[config.mk]
export PLATFORM = sky130hd
export DESIGN_NAME = sram_ctl
export DESIGN_NICKNAME = d
export VERILOG_FILES = /design/src/rtl/sram_ctl_pkg.sv /design/src/rtl/sram_ctl_cnt.sv /design/src/rtl/sram_ctl_seq.sv /design/src/rtl/sram_ctl_io.sv /design/src/rtl/sram_ctl.sv
export SDC_FILE = /design/constraint.sdc
export NUM_CORES = 1
export LEC_CHECK = 0
export BUFFER_PORTS_ARGS = -buffer_cell sky130_fd_sc_hd__buf_4
export CORE_UTILIZATION = 42
export CTS_CLUSTER_SIZE = 12
export DETAILED_ROUTE_END_ITERATION = 7
export PLACE_DENSITY = 0.79
export SYNTH_ARGS = -nofsm -noshare
export SYNTH_HDL_FRONTEND = slang
export SYNTH_HIERARCHICAL = 1
export SYNTH_SLANG_ARGS = --single-unit
[constraint.sdc]
create_clock -name clk -period 1.6 [get_ports clk]
set_clock_uncertainty 0.15 [all_clocks]
set_input_delay 0.32 -clock clk [delete_from_list [all_inputs] [get_ports clk]]
set_output_delay 0.32 -clock clk [all_outputs]
set_load 0.05 [all_outputs]
[src/rtl/sram_ctl_pkg.sv]
`timescale 1ns/1ps
package sram_ctl_pkg;

   typedef enum logic [2:0] {
      ST_IDLE, ST_RD_WAIT, ST_TURN, ST_WR_SETUP, ST_WR_PULSE, ST_WR_HOLD
   } ctl_state_e;

   // address access limit, in picoseconds
   function automatic int acc_ps(input int grade_ns);
      return grade_ns * 1000;
   endfunction

   // output-enable access limit, in picoseconds
   function automatic int oea_ps(input int grade_ns);
      case (grade_ns)
         7:       return 3000;
         8:       return 3500;
         10:      return 4000;
         default: return 5000;
      endcase
   endfunction

   // output-disable float limit, in picoseconds
   function automatic int flt_ps(input int grade_ns);
      case (grade_ns)
         7:       return 3000;
         8:       return 3500;
         10:      return 4000;
         default: return 5000;
      endcase
   endfunction

   // ceiling division, never below one cycle
   function automatic int to_cyc(input int t_ps, input int clk_ps);
      int c;
      c = (t_ps + clk_ps - 1) / clk_ps;
      return (c < 1) ? 1 : c;
   endfunction

   function automatic int max2(input int a, input int b);
      return (a > b) ? a : b;
   endfunction

endpackage

[src/rtl/sram_ctl_cnt.sv]
`timescale 1ns/1ps
module sram_ctl_cnt #(
   parameter int CW = 2
) (
   input  logic          clk,
   input  logic          rst_n,
   input  logic          load,
   input  logic [CW-1:0] load_val,
   output logic          zero
);
   logic [CW-1:0] cnt_q;

   always_ff @(posedge clk) begin
      if (!rst_n)              cnt_q <= '0;
      else if (load)           cnt_q <= load_val;
      else if (cnt_q != '0)    cnt_q <= cnt_q - 1'b1;
   end

   assign zero = (cnt_q == '0);
endmodule

[src/rtl/sram_ctl_seq.sv]
`timescale 1ns/1ps
module sram_ctl_seq
   import sram_ctl_pkg::*;
#(
   parameter int CW     = 2,
   parameter int RD_CYC = 2,
   parameter int WP_CYC = 2,
   parameter int HZ_CYC = 1
) (
   input  logic          clk,
   input  logic          rst_n,
   input  logic          req_valid,
   input  logic          req_write,
   input  logic          cnt_zero,
   output ctl_state_e    state,
   output logic          accept,
   output logic          capture,
   output logic          cnt_load,
   output logic [CW-1:0] cnt_val
);
   localparam logic [CW-1:0] RD_LD = CW'(RD_CYC - 1);
   localparam logic [CW-1:0] WP_LD = CW'(WP_CYC - 1);
   localparam logic [CW-1:0] HZ_LD = CW'(HZ_CYC - 1);

   ctl_state_e st_q, st_d;

   always_comb begin
      st_d     = st_q;
      accept   = 1'b0;
      capture  = 1'b0;
      cnt_load = 1'b0;
      cnt_val  = '0;
      case (st_q)
         ST_IDLE: if (req_valid) begin
            accept = 1'b1;
            if (req_write) st_d = ST_WR_SETUP;
            else begin
               st_d     = ST_RD_WAIT;
               cnt_load = 1'b1;
               cnt_val  = RD_LD;
            end
         end
         ST_RD_WAIT: if (cnt_zero) begin
            capture  = 1'b1;
            st_d     = ST_TURN;
            cnt_load = 1'b1;
            cnt_val  = HZ_LD;
         end
         ST_TURN: if (cnt_zero) st_d = ST_IDLE;
         ST_WR_SETUP: begin
            st_d     = ST_WR_PULSE;
            cnt_load = 1'b1;
            cnt_val  = WP_LD;
         end
         ST_WR_PULSE: if (cnt_zero) st_d = ST_WR_HOLD;
         ST_WR_HOLD:  st_d = ST_IDLE;
         default:     st_d = ST_IDLE;
      endcase
   end

   always_ff @(posedge clk) begin
      if (!rst_n) st_q <= ST_IDLE;
      else        st_q <= st_d;
   end

   assign state = st_q;
endmodule

[src/rtl/sram_ctl_io.sv]
`timescale 1ns/1ps
module sram_ctl_io #(
   parameter int ADDR_W = 17,
   parameter int DATA_W = 8
) (
   input  logic              clk,
   input  logic              rst_n,
   input  logic              accept,
   input  logic              capture,
   input  logic [ADDR_W-1:0] req_addr,
   input  logic [DATA_W-1:0] req_wdata,
   input  logic [DATA_W-1:0] dq_i,
   output logic [ADDR_W-1:0] addr_q,
   output logic [DATA_W-1:0] wdata_q,
   output logic              rd_valid,
   output logic [DATA_W-1:0] rd_data
);
   always_ff @(posedge clk) begin
      if (!rst_n) begin
         addr_q  <= '0;
         wdata_q <= '0;
      end else if (accept) begin
         addr_q  <= req_addr;
         wdata_q <= req_wdata;
      end
   end

   always_ff @(posedge clk) begin
      if (!rst_n) begin
         rd_valid <= 1'b0;
         rd_data  <= '0;
      end else begin
         rd_valid <= capture;
         if (capture) rd_data <= dq_i;
      end
   end
endmodule

[src/rtl/sram_ctl.sv]
`timescale 1ns/1ps
module sram_ctl
   import sram_ctl_pkg::*;
#(
   parameter int ADDR_W   = 17,
   parameter int DATA_W   = 8,
   parameter int SPEED_NS = 10,
   parameter int CLK_PS   = 8000
) (
   input  logic              clk,
   input  logic              rst_n,
   input  logic              req_valid,
   output logic              req_ready,
   input  logic              req_write,
   input  logic [ADDR_W-1:0] req_addr,
   input  logic [DATA_W-1:0] req_wdata,
   output logic              rd_valid,
   output logic [DATA_W-1:0] rd_data,
   output logic              mem_ce_n,
   output logic              mem_we_n,
   output logic              mem_oe_n,
   output logic [ADDR_W-1:0] mem_addr,
   output logic [DATA_W-1:0] mem_dq_o,
   output logic              mem_dq_oe,
   input  logic [DATA_W-1:0] mem_dq_i
);
   localparam int RD_CYC = to_cyc(max2(acc_ps(SPEED_NS), oea_ps(SPEED_NS)), CLK_PS);
   localparam int WP_CYC = to_cyc(acc_ps(SPEED_NS), CLK_PS);
   localparam int HZ_CYC = to_cyc(flt_ps(SPEED_NS), CLK_PS);
   localparam int MAX_C  = max2(RD_CYC, max2(WP_CYC, HZ_CYC));
   localparam int CW     = $clog2(MAX_C + 1);

   generate
      if (!(SPEED_NS == 7 || SPEED_NS == 8 || SPEED_NS == 10 || SPEED_NS == 12)) begin : g_bad_grade
         initial $fatal(1, "sram_ctl: unsupported speed grade %0d", SPEED_NS);
      end
      if (ADDR_W < 1 || DATA_W < 1 || CLK_PS < 1) begin : g_bad_shape
         initial $fatal(1, "sram_ctl: width or clock parameter out of range");
      end
   endgenerate

   ctl_state_e    state;
   logic          accept, capture, cnt_load, cnt_zero;
   logic [CW-1:0] cnt_val;

   sram_ctl_seq #(
      .CW(CW), .RD_CYC(RD_CYC), .WP_CYC(WP_CYC), .HZ_CYC(HZ_CYC)
   ) u_seq (
      .clk(clk), .rst_n(rst_n), .req_valid(req_valid), .req_write(req_write),
      .cnt_zero(cnt_zero), .state(state), .accept(accept), .capture(capture),
      .cnt_load(cnt_load), .cnt_val(cnt_val)
   );

   sram_ctl_cnt #(.CW(CW)) u_cnt (
      .clk(clk), .rst_n(rst_n), .load(cnt_load), .load_val(cnt_val), .zero(cnt_zero)
   );

   sram_ctl_io #(.ADDR_W(ADDR_W), .DATA_W(DATA_W)) u_io (
      .clk(clk), .rst_n(rst_n), .accept(accept), .capture(capture),
      .req_addr(req_addr), .req_wdata(req_wdata), .dq_i(mem_dq_i),
      .addr_q(mem_addr), .wdata_q(mem_dq_o), .rd_valid(rd_valid), .rd_data(rd_data)
   );

   always_comb begin
      req_ready = (state == ST_IDLE);
      mem_ce_n  = (state == ST_IDLE) || (state == ST_TURN);
      mem_oe_n  = (state != ST_RD_WAIT);
      mem_we_n  = (state != ST_WR_PULSE);
      mem_dq_oe = (state == ST_WR_SETUP) || (state == ST_WR_PULSE) || (state == ST_WR_HOLD);
   end
endmodule

==> out/metrics.csv <==
metric,value,unit
status,"complete, but fails checks",
failing checks,negative setup slack,
FMAX,588,MHz
VDD IR max,0.000762,V
Comb power frac,49.9,%
Compound-Gate Fraction of Synth Area,3.42,%
final setup vio count,6,
"area leader, netlist",dfxtp_1,
routing usage on met1,19.6,%
"Avg Cell Area, Syn",10.9,um2
Clock Path Buffers,2,
Post-DRT Antenna Nets,0,
Final GP Congestion,0.748,
synth top area cells,"dfxtp_1 46%, mux2i_1 20%, nor2b_1 13%",
Mapped Area,1680,um2
gr ovfl total,0,
Die ar.,4260,um2
# DRC,0,
"most common cell after layout, fill and taps aside",buf_4,
max cap viols,0,
Reg power frac,33.5,%
Syn Inst Count,154,
cell breakdown of the critical path,"buf_6, or3_4, buf_6",
fill cell count,326,
final wirelength,3.62,mm
register area share after synthesis,46.4,%
total core area,3740,um2
Power Dens Cells,1500,nW/um2
"flops & latches, synth",39,
xor/xnor share of the synthesized area,0.520,%
Setup CP Type,flop to primary output,
Psw,0.00151,W
TritonCTS buffer count,5,
CP Launch Type,flop,
"commonest cells after routing, fill and taps aside","76 x buf_4, 35 x dfxtp_1, 34 x nor2b_1",
Final Hold Vio Count,0,
"Req. time, crit path",1130,ps
Total Nets Final,274,
Die X,65.3,um
pin count of the biggest net entering global routing,41,
CTS root buf,clkbuf_8,
initial antenna violation count,0,
P_leak,1.09,nW
CTS tree,yes,
total power,0.00376,W
vias per cell,4.72,
Synth Area in Adders,0.743,%
WP data arrival,1230,ps
Via Count,1344,
delay of the slowest critical-path stage,350,ps
DPL Wire Length,2.35,mm
H-tree levels,2,
Hold Crit Class,input pin to flop,
final worst path period share,106,%
Total GRT Usage,17.3,%
global-route wire length before repair,5.62,mm
1st-iter DRT viols,40,
count of different cell masters after synthesis,32,
worst skew pair latency,280,ps
die height,65.3,um
Post-Place Cells,272,
R2R Setup Slk,-70,ps
"Max FO, Critical Path",6,
WL/cell,12.7,um
RSZ-0062 raised after global routing,yes,
Mapped Nets,192,
IO Count,76,
# clock sinks,39,
P&R area growth vs syn,48.8,%
M3 GR Usage,5.73,%
Internal,0.00225,W
switch share,40.2,%
post-synthesis mux area share,20.3,%
Initial Util,45.0,%
vias in the first global route,1309,
met2 Use GR,29.9,%
Pins Over Slew Limit,0,
largest family of logic cells by synthesized area,simple AND/OR/NAND/NOR gates,
Post-Synth Simple-Gate Area,21.3,%
critical path's slowest cell,dfxtp_4,
Ys Warns,6,
hold buffer count at CTS,0,
# diodes,0,
most frequent cell on the critical path,buf_6,
Synth top area share,46.4,%
grt peak-use layer,met2,
PnR worst setup slack,-100,ps
IO Port Bufs,75,
share of post-route cells with drive strength above 1,48.5,%
Pre-antenna DRT Iters,4,
Rows,22,
clock network power share,16.6,%
crit end category,primary output,
"CTS clk-pin slew, worst paths",70,ps
Post-Layout Cell Count,285,
min Tclk post-route,1700,ps
==> power by group through the flow <==
stage,combinational [W],sequential (W),clock (W)
after floorplan,0.000860,0.00167,0
after global placement,0.00165,0.00127,0
after detailed placement,0.00168,0.00127,0
after CTS,0.00176,0.00125,0.000655
after global routing,0.00198,0.00128,0.000705
final,0.00188,0.00126,0.000626
==> synth_stat cells (all sizes together) <==
cell,count
a211oi,1
a21boi,1
a21oi,2
and2,1
and2b,1
and4b,1
buf,8
clkbuf,3
conb,1
dfxtp,39
ha,1
inv,3
mux2,1
mux2i,33
nand2,3
nand2b,1
nand3,2
nand3b,3
nor2,2
nor2b,34
nor3,2
nor4b,2
o21ai,4
o31ai,1
or3,1
or3b,1
or4b,1
xor2,1
==> critical path: cells and delay by family, from the launching register on <==
kind | cells | cell delay [ps]
flip-flops | 1 | 350
AND/OR/NAND/NOR | 1 | 320
buffers and inverters | 2 | 280
==> final cells by class <==
cell class | instances | area [um2] | share of cell area (%)
multi-input combinational | 101 | 862 | 34.4
sequential | 39 | 793 | 31.7
timing repair buffer | 86 | 692 | 27.6
clock buffer | 6 | 72.6 | 2.90
tap | 48 | 60.1 | 2.40
clock inverter | 2 | 12.5 | 0.500
inverter | 3 | 11.3 | 0.450
==> sequential cells by signal, summed over array words and instances, names as in the netlist <==
| signal | cells |
|---|---|
| u_io/wdata_q | 8 |
| u_io/addr_q | 17 |
| u_seq/state | 3 |
| u_io/rd_valid | 1 |
| u_io/rd_data | 8 |
| u_cnt/cnt_q | 2 |
==> metal layers <==
layer	vias up	part of all wire, %
met5	-	0
met4	0	0.80
met3	5	8.6
met2	56	47
met1	604	43
li1	679	-
==> through the flow <==
step                setup WS [ps]  TNS (ps)  instance area, um2  hold WS, ps  util, %
floorplan                   -10.7     -17.7                1700          298        -
global placement            -29.6     -47.7                2290          347     61.1
detailed placement          -51.9     -94.8                2290          354     61.1
CTS                          -114      -321                2440          132     65.2
global route                 -134     -1670                2500          131     66.9
finish                       -100      -270                2500          139     66.9
==> final timing paths <==
kind	end	start	cells past startpoint
max	mem_we_n	u_seq/state[0]$_SDFFE_PN0P_	3
min	u_io/wdata_q[6]$_SDFFE_PN0P_	req_wdata[6]	3
max reg2reg	u_cnt/cnt_q[1]$_SDFFE_PN0P_	u_seq/state[0]$_SDFFE_PN0P_	5
min reg2reg	u_io/addr_q[0]$_SDFFE_PN0P_	u_io/addr_q[0]$_SDFFE_PN0P_	2
==> repair_timing <==
item                                    in CTS  in global routing
gates cloned                                 0                  1
pin swaps                                    4                  3
setup buffers                                4                  0
gates resized for setup                     11                 18
endpoints found under the setup margin       6                 38
==> logic make-up (layout without fill, tap and decap cells) <==
group                      after synthesis  in the layout
buffers and inverters                   14             97
xor gates and xnor gates                 1              1
AOI/OAI and AO/OA                        9              9
adders and majority gates                1              1
DFF                                     39             39
other                                    1              1
muxes                                   34             34
and+or+nand+nor                         55             55
Note: power is estimated with default switching activity, not from simulation.
